**src/rtl/mdio_pkg.sv**
```systemverilog
// Shared constants and types for the management-bus master.
// Assumes a 64-bit Clause 22 frame and 32-bit register words.
package mdio_pkg;
    localparam int PRESC_W     = 8;
    localparam int DATA_W      = 16;
    localparam int PHY_W       = 5;
    localparam int REG_W       = 5;
    localparam int PRE_LEN     = 32;
    localparam int FRAME_LEN   = 64;
    localparam int REL_IDX     = 46;  // first turnaround bit
    localparam int TA2_IDX     = 47;  // second turnaround bit
    localparam int DAT_IDX     = 48;  // first data bit
    localparam int AW          = 3;

    localparam logic [AW-1:0] A_STATUS = 3'd0;
    localparam logic [AW-1:0] A_CMD    = 3'd2;
    localparam logic [AW-1:0] A_DATA   = 3'd3;
    localparam logic [AW-1:0] A_CFG    = 3'd4;

    localparam logic [PRESC_W-1:0] PRESC_RST = 8'd4;

    typedef struct packed {
        logic              rd;
        logic [PHY_W-1:0]  phy;
        logic [REG_W-1:0]  regad;
        logic [DATA_W-1:0] wdata;
    } mdio_cmd_t;
endpackage

```
**src/rtl/mdio_regbank.sv**
```systemverilog
// Register bank and single-entry command slot.
// Decodes bus writes, validates command words, holds the prescale value,
// and keeps the read result. Assumes one bus access per strobe.
module mdio_regbank
    import mdio_pkg::*;
(
    input  logic               clk,
    input  logic               rst_n,
    input  logic               bus_wr,
    input  logic               bus_rd,
    input  logic [AW-1:0]      bus_addr,
    input  logic [31:0]        bus_wdata,
    output logic [31:0]        bus_rdata,
    input  logic               eng_busy,
    input  logic               eng_done_rd,
    input  logic               eng_err,
    input  logic [DATA_W-1:0]  eng_rdata,
    output logic               start,
    output mdio_cmd_t          cmd,
    output logic [PRESC_W-1:0] prescale
);
    localparam int RES_W = DATA_W + 2;

    logic             pending;
    logic [RES_W-1:0] result_q;
    logic [31:0]      rd_mux;
    logic             cmd_ok;
    logic             unused_bits;

    assign unused_bits = ^{bus_wdata[30], bus_wdata[3], bus_wdata[0]};
    assign cmd_ok = bus_wdata[31] && (bus_wdata[1] ^ bus_wdata[2]);
    assign start  = pending && !eng_busy;

    // Queue slot: accept a well-formed command only when the slot is empty.
    always_ff @(posedge clk) begin
        if (!rst_n) begin
            pending <= 1'b0;
            cmd     <= '0;
        end else if (start) begin
            pending <= 1'b0;
        end else if (bus_wr && bus_addr == A_CMD && cmd_ok && !pending) begin
            pending   <= 1'b1;
            cmd.rd    <= bus_wdata[2];
            cmd.phy   <= bus_wdata[29:25];
            cmd.regad <= bus_wdata[24:20];
            cmd.wdata <= bus_wdata[19:4];
        end
    end

    // Prescale register: zero is rejected so MDC never stalls.
    always_ff @(posedge clk) begin
        if (!rst_n)
            prescale <= PRESC_RST;
        else if (bus_wr && bus_addr == A_CFG && bus_wdata[PRESC_W-1:0] != '0)
            prescale <= bus_wdata[PRESC_W-1:0];
    end

    // Result register: cleared when a command starts, loaded when a read ends.
    always_ff @(posedge clk) begin
        if (!rst_n)
            result_q <= '0;
        else if (start)
            result_q <= '0;
        else if (eng_done_rd)
            result_q <= {eng_err, eng_err, eng_rdata};
    end

    // Read multiplexer over the mapped words.
    always_comb begin
        rd_mux = '0;
        case (bus_addr)
            A_STATUS: rd_mux = {28'd0, eng_busy, pending, 2'b00};
            A_CMD:    rd_mux = {1'b1, 1'b0, cmd.phy, cmd.regad, cmd.wdata,
                                1'b0, cmd.rd, !cmd.rd, 1'b0};
            A_DATA:   rd_mux = {{(32-RES_W){1'b0}}, result_q};
            A_CFG:    rd_mux = {{(32-PRESC_W){1'b0}}, prescale};
            default:  rd_mux = '0;
        endcase
    end

    // Registered read port.
    always_ff @(posedge clk) begin
        if (!rst_n)
            bus_rdata <= '0;
        else if (bus_rd)
            bus_rdata <= rd_mux;
    end

    p_pending_hold_r4: assert property (@(posedge clk) disable iff (!rst_n)
        (pending && !start) |=> (pending && $stable(cmd)));
    p_prescale_nonzero_r10: assert property (@(posedge clk) disable iff (!rst_n)
        prescale != '0);
    p_err_pair_r8: assert property (@(posedge clk) disable iff (!rst_n)
        result_q[RES_W-1] == result_q[RES_W-2]);
endmodule

```
**src/rtl/mdio_clkgen.sv**
```systemverilog
// MDC generator. Captures the prescale value at frame start and toggles MDC
// every N+1 clocks while a frame runs. Reports single-cycle rise/fall events.
module mdio_clkgen
    import mdio_pkg::*;
(
    input  logic               clk,
    input  logic               rst_n,
    input  logic               start,
    input  logic               busy,
    input  logic [PRESC_W-1:0] prescale,
    output logic               mdc,
    output logic               rise,
    output logic               fall
);
    logic [PRESC_W-1:0] cnt;
    logic [PRESC_W-1:0] presc_q;
    logic               edge_evt;

    assign edge_evt = busy && !start && (cnt == presc_q);
    assign rise     = edge_evt && !mdc;
    assign fall     = edge_evt && mdc;

    // Half-period counter and MDC level; idle low outside a frame.
    always_ff @(posedge clk) begin
        if (!rst_n) begin
            cnt     <= '0;
            mdc     <= 1'b0;
            presc_q <= 8'd1;
        end else if (start) begin
            cnt     <= '0;
            mdc     <= 1'b0;
            presc_q <= prescale;
        end else if (busy) begin
            if (edge_evt) begin
                cnt <= '0;
                mdc <= !mdc;
            end else begin
                cnt <= cnt + 1'b1;
            end
        end else begin
            cnt <= '0;
            mdc <= 1'b0;
        end
    end

    p_cnt_bound_r9: assert property (@(posedge clk) disable iff (!rst_n)
        busy |-> (cnt <= presc_q));
endmodule

```
**src/rtl/mdio_frame_engine.sv**
```systemverilog
// Frame serialiser. Loads a 64-bit frame at start, shifts one bit per MDC
// falling edge, samples MDIO on rising edges during a read, and releases
// the line from the turnaround onward. Assumes rise/fall events alternate.
module mdio_frame_engine
    import mdio_pkg::*;
(
    input  logic              clk,
    input  logic              rst_n,
    input  logic              start,
    input  mdio_cmd_t         cmd,
    input  logic              rise,
    input  logic              fall,
    input  logic              mdio_i,
    output logic              busy,
    output logic              mdio_o,
    output logic              mdio_oe,
    output logic              done_rd,
    output logic              err,
    output logic [DATA_W-1:0] rdata
);
    localparam int K_W = $clog2(FRAME_LEN);
    localparam logic [K_W-1:0] K_LAST = K_W'(FRAME_LEN - 1);
    localparam logic [K_W-1:0] K_REL  = K_W'(REL_IDX);
    localparam logic [K_W-1:0] K_TA2  = K_W'(TA2_IDX);
    localparam logic [K_W-1:0] K_DAT  = K_W'(DAT_IDX);

    logic [FRAME_LEN-1:0] frame;
    logic [FRAME_LEN-1:0] shift_q;
    logic [K_W-1:0]       k;
    logic                 is_rd;

    // Frame image built from the queued command.
    always_comb begin
        frame = {{PRE_LEN{1'b1}}, 2'b01,
                 cmd.rd ? 2'b10 : 2'b01,
                 cmd.phy, cmd.regad,
                 cmd.rd ? 2'b11 : 2'b10,
                 cmd.rd ? {DATA_W{1'b1}} : cmd.wdata};
    end

    assign mdio_o  = busy ? shift_q[FRAME_LEN-1] : 1'b1;
    assign mdio_oe = busy && !(is_rd && k >= K_REL);
    assign done_rd = fall && (k == K_LAST) && is_rd;

    // Bit sequencing: load, advance on falling MDC, end after the last bit.
    always_ff @(posedge clk) begin
        if (!rst_n) begin
            busy    <= 1'b0;
            k       <= '0;
            shift_q <= '0;
            is_rd   <= 1'b0;
        end else if (start) begin
            busy    <= 1'b1;
            k       <= '0;
            shift_q <= frame;
            is_rd   <= cmd.rd;
        end else if (fall) begin
            if (k == K_LAST) begin
                busy <= 1'b0;
            end else begin
                k       <= k + 1'b1;
                shift_q <= {shift_q[FRAME_LEN-2:0], 1'b0};
            end
        end
    end

    // Read capture on rising MDC: turnaround check, then data MSB first.
    always_ff @(posedge clk) begin
        if (!rst_n) begin
            err   <= 1'b0;
            rdata <= '0;
        end else if (start) begin
            err   <= 1'b0;
            rdata <= '0;
        end else if (rise && is_rd) begin
            if (k == K_TA2)
                err <= mdio_i;
            else if (k >= K_DAT)
                rdata <= {rdata[DATA_W-2:0], mdio_i};
        end
    end

    p_bit_stable_r6: assert property (@(posedge clk) disable iff (!rst_n)
        (busy && !fall) |=> $stable(mdio_o));
endmodule

```
**src/rtl/mdio_master.sv**
```systemverilog
// Top of the management-bus master: register bank, MDC generator and
// frame serialiser. Assumes an external tri-state buffer driven by mdio_oe.
module mdio_master
    import mdio_pkg::*;
(
    input  logic        clk,
    input  logic        rst_n,
    input  logic        bus_wr,
    input  logic        bus_rd,
    input  logic [2:0]  bus_addr,
    input  logic [31:0] bus_wdata,
    output logic [31:0] bus_rdata,
    output logic        mdc,
    output logic        mdio_o,
    output logic        mdio_oe,
    input  logic        mdio_i
);
    logic               start;
    mdio_cmd_t          cmd;
    logic [PRESC_W-1:0] prescale;
    logic               eng_busy;
    logic               done_rd;
    logic               err;
    logic [DATA_W-1:0]  rdata;
    logic               rise;
    logic               fall;

    mdio_regbank u_regs (
        .clk(clk), .rst_n(rst_n),
        .bus_wr(bus_wr), .bus_rd(bus_rd), .bus_addr(bus_addr),
        .bus_wdata(bus_wdata), .bus_rdata(bus_rdata),
        .eng_busy(eng_busy), .eng_done_rd(done_rd), .eng_err(err),
        .eng_rdata(rdata), .start(start), .cmd(cmd), .prescale(prescale)
    );

    mdio_clkgen u_clk (
        .clk(clk), .rst_n(rst_n), .start(start), .busy(eng_busy),
        .prescale(prescale), .mdc(mdc), .rise(rise), .fall(fall)
    );

    mdio_frame_engine u_eng (
        .clk(clk), .rst_n(rst_n), .start(start), .cmd(cmd),
        .rise(rise), .fall(fall), .mdio_i(mdio_i), .busy(eng_busy),
        .mdio_o(mdio_o), .mdio_oe(mdio_oe), .done_rd(done_rd),
        .err(err), .rdata(rdata)
    );

    p_mdc_idle_r9: assert property (@(posedge clk) disable iff (!rst_n)
        !eng_busy |-> !mdc);
    p_frame_opens_r6: assert property (@(posedge clk) disable iff (!rst_n)
        start |=> (mdio_oe && mdio_o && !mdc));
endmodule

```
**config.mk**
```make
export PLATFORM = sky130hd
export DESIGN_NAME = mdio_master
export DESIGN_NICKNAME = d
export VERILOG_FILES = /design/src/rtl/mdio_pkg.sv /design/src/rtl/mdio_regbank.sv /design/src/rtl/mdio_clkgen.sv /design/src/rtl/mdio_frame_engine.sv /design/src/rtl/mdio_master.sv
export SDC_FILE = /design/constraint.sdc
export NUM_CORES = 1
export LEC_CHECK = 0
export CELL_PAD_IN_SITES_DETAIL_PLACEMENT = 0
export CELL_PAD_IN_SITES_GLOBAL_PLACEMENT = 1
export CORE_ASPECT_RATIO = 0.5
export CORE_MARGIN = 1
export CORE_UTILIZATION = 36
export CTS_CLUSTER_DIAMETER = 80
export DETAILED_ROUTE_END_ITERATION = 12
export PLACE_DENSITY_LB_ADDON = 0.12
export SLEW_MARGIN = 20
export SYNTH_ARGS = -nofsm -noshare
export SYNTH_HDL_FRONTEND = slang
export SYNTH_SLANG_ARGS = --single-unit
```
**constraint.sdc**
```tcl
create_clock -name clk -period 3.3 [get_ports clk]
set_input_delay 0.66 -clock clk [delete_from_list [all_inputs] [get_ports clk]]
set_output_delay 0.66 -clock clk [all_outputs]
set_load 0.01 [all_outputs]
```
==> impl_metrics.toml <==
[sta]
max_slew_margin_pct = 39.78
maxSlewViolCount = 0
finalHoldViolCount = 0
holdWs_ps = 461.8
setup_tns_ps = 0
final.min_clock_period_ps = 2757
fin_skew_ps = 12.42
max_freq_mhz = 362.7
rsz0062_at_grt = "false"
setup_violations = 0
worstMarginPinSlew_ps = 900.9
fin_crit_sh_pct = 83.54

[final_layout]
mostFrequentLayoutCells = "190 x dfxtp_1, 136 x nand2_1, 102 x nor2_1, 72 x clkdlybuf4s50_1, 53 x a21oi_1"
layout-drive-gt1-share_pct = 9.091
num-fill-cells = 2080
diodes = 0
final_common_cell = "dfxtp_1"
fin_cells = 1249
syn2layout_area_growth_pct = 20.47
layout.nets = 987

[yosys]
synth-adder-area-share_pct = 0.4815
synth-edff-count = 0
synth_warnings = 0
synth_top_area_share_pct = 48.80
synth_compound_area_share_pct = 16.20
syn_inst = 903
muxShareOfSynthArea_pct = 7.127
avgSynthCellArea_sq_um = 8.632
synthesis.area_sq_mm = 0.007795
synthXorXnorAreaFrac_pct = 1.685
ys_seq_area_share_pct = 48.80
ys_async_sr_fraction_pct = 0
synth_top_family_by_area = "simple AND/OR/NAND/NOR gates"
synth-simple-area-share_pct = 21.32
synth_area_leaders = "dfxtp_1 49%, mux2i_1 6.5%, nand2_1 6.5%, nor2_1 5.0%, a211oi_1 3.9%"
synth_seq_cells = 190
syn-num-nets = 946
ys_types = 48
synthFlopType = "dfxtp_1"
synth_area_leader_cell = "dfxtp_1"

[floorplan]
die_w_microns = 210.1
start_util_pct = 37.33
die_area_sq_mm = 0.02228
coreArea_sq_mm = 0.02088
die_h_microns = 106.1
rows = 37
ioPinCount = 75

[route]
wl_microns = 20940
drt_iter0_drc = 412
drc = 0
via_count = 6595
drt-pass1-iter-count = 4
drt-vias-per-instance = 5.280
drtAntennaViolNets = 0
drt-wirelength-per-cell_microns = 16.76

[placement]
place_inst = 1217
portBuffers = 72
hpwl_microns = 13760
gp_congestion = 0.7640

[critical_path]
worstSetupStartpointType = "flop"
path_class = "reg2out"
crit_required_ps = 2640
worstPathArrival_ps = 2100
worst_setup_path_end_kind = "output port"
path_max_fanout = 5

[run]
maxCapViolations = 0

[global_routing]
grt_pass1_vias = 6567
grt_first_pass_wirelength_microns = 35000
antenna_found_initial = 0
track_usage_pct = 19.84
grt-ovfl-total = 0
grt_max_degree = 55

[power_and_ir_drop]
ir_worst_vdd_mv = 0.2460
comb_power_share_pct = 4.7
pwr-share-seq_pct = 50.9
p_int_w = 0.003474
power_density_mw_per_mm2 = 486.6
p_sw_w = 0.001095
p_leak_nw = 3.394
clock_power_share_pct = 44.4
swShare_pct = 23.96
finalPower_w = 0.004569

[clock_tree]
cts_sinks = 190
ctsResizeCount = 0
clock_path_buffers = 2
post_cts_buffers = 0
clock_latency_ps = 440
cts-root-buf = "clkbuf_16"
cts_buffers = 17
clk_pin_slew_ps = 70
cts_tree = "yes"
ctsHtreeMaxLevel = 4
cts_hold_buf = 0

[worst_hold_path]
hold_path.class = "reg2reg"

[outcome]
status = "complete, no violations"
## synth_stat cells (13+ instances only)
cell type and number:
dfxtp_1 190, nand2_1 136, nor2_1 103, clkbuf_1 71, a21oi_1 53, mux2i_1 51, nor4_1 47, a211oi_1 41
o21ai_0 25, nand3_1 21, a22oi_1 18, a31oi_1 14, nand4_1 14, xor2_1 14, o31ai_1 13
## power groups by stage
| stage | sequential [W] | combinational (W) | clock, W |
|---|---|---|---|
| 2_1_floorplan | 0.00237 | 0.000117 | 0 |
| 5_1_grt | 0.00233 | 0.000236 | 0.00217 |
| 6_report | 0.00233 | 0.000215 | 0.00203 |
| 3_5_place_dp | 0.00238 | 0.000215 | 0 |
| 4_1_cts | 0.00233 | 0.000216 | 0.00208 |
| 3_3_place_gp | 0.00238 | 0.000214 | 0 |
## per-stage QoR
step | setup slack, ps | instance area [sq um] | util, %
floorplan | 1038 | 7795 | -
global placement | 400.2 | 8816 | 42.22
detailed placement | 358.2 | 8816 | 42.22
CTS | 507.1 | 9385 | 44.95
global route | 417.2 | 9390 | 44.98
finish | 543.2 | 9390 | 44.98
## kinds of logic after synthesis
logic type               after synthesis
multiplexers                          55
AO/OA/AOI/OAI                        190
XOR/XNOR                              15
AND/OR/NAND/NOR                      364
other                                  1
flip-flops                           190
buffers and inverters                 85
adder cells (fa/ha/maj)                3
## final cells by class
cell class	instances	area, sq um	share of cell area, %
clock buffer	18	439.2	4.677
clock inverter	14	130.1	1.386
inverter	5	20.02	0.2132
multi-input combinational	628	3686	39.25
sequential	190	3804	40.51
tap	292	365.4	3.891
timing repair buffer	102	945.9	10.07
## layer usage
layer | routed length (microns) | global-route usage (%) | share of wire (%) | vias to the layer above
met5 | 0 | 0 | 0 | -
met4 | 189 | 5.996 | 0.90 | 0
li1 | - | - | - | 3293
met3 | 505 | 3.456 | 2.4 | 14
met1 | 11420 | 29.14 | 55 | 3213
met2 | 8824 | 29.33 | 42 | 75
## state kept, by name (all words and copies together) (netlist names), 8 cells and up
name / cells
u_regs.prescale: 8
u_clk.cnt: 8
u_regs.bus_rdata: 31
u_eng.shift_q: 64
u_regs.cmd: 27
u_regs.result_q: 17
u_eng.rdata: 16
u_clk.presc_q: 8
## final timing paths
| path | startpoint | endpoint | slack, ps | cells past startpoint |
|---|---|---|---|---|
| worst min register to register | u_regs.result_q[1] | u_regs.result_q[1] | 460 | 2 |
| worst min-delay path | u_regs.result_q[1] | u_regs.result_q[1] | 460 | 2 |
| worst max-delay path | u_eng.k[0] | mdio_oe | 540 | 6 |
| worst max register to register | u_clk.presc_q[7] | u_eng.shift_q[24] | 690 | 4 |
## critical path, stage by stage (launching register included)
cell and delay (ps):
dfxtp_1 420, inv_1 80, ha_1 200, o211ai_1 160, a21oi_1 90, nor2b_1 150, clkdlybuf4s50_1 560
(Power assumes the default switching activity.)
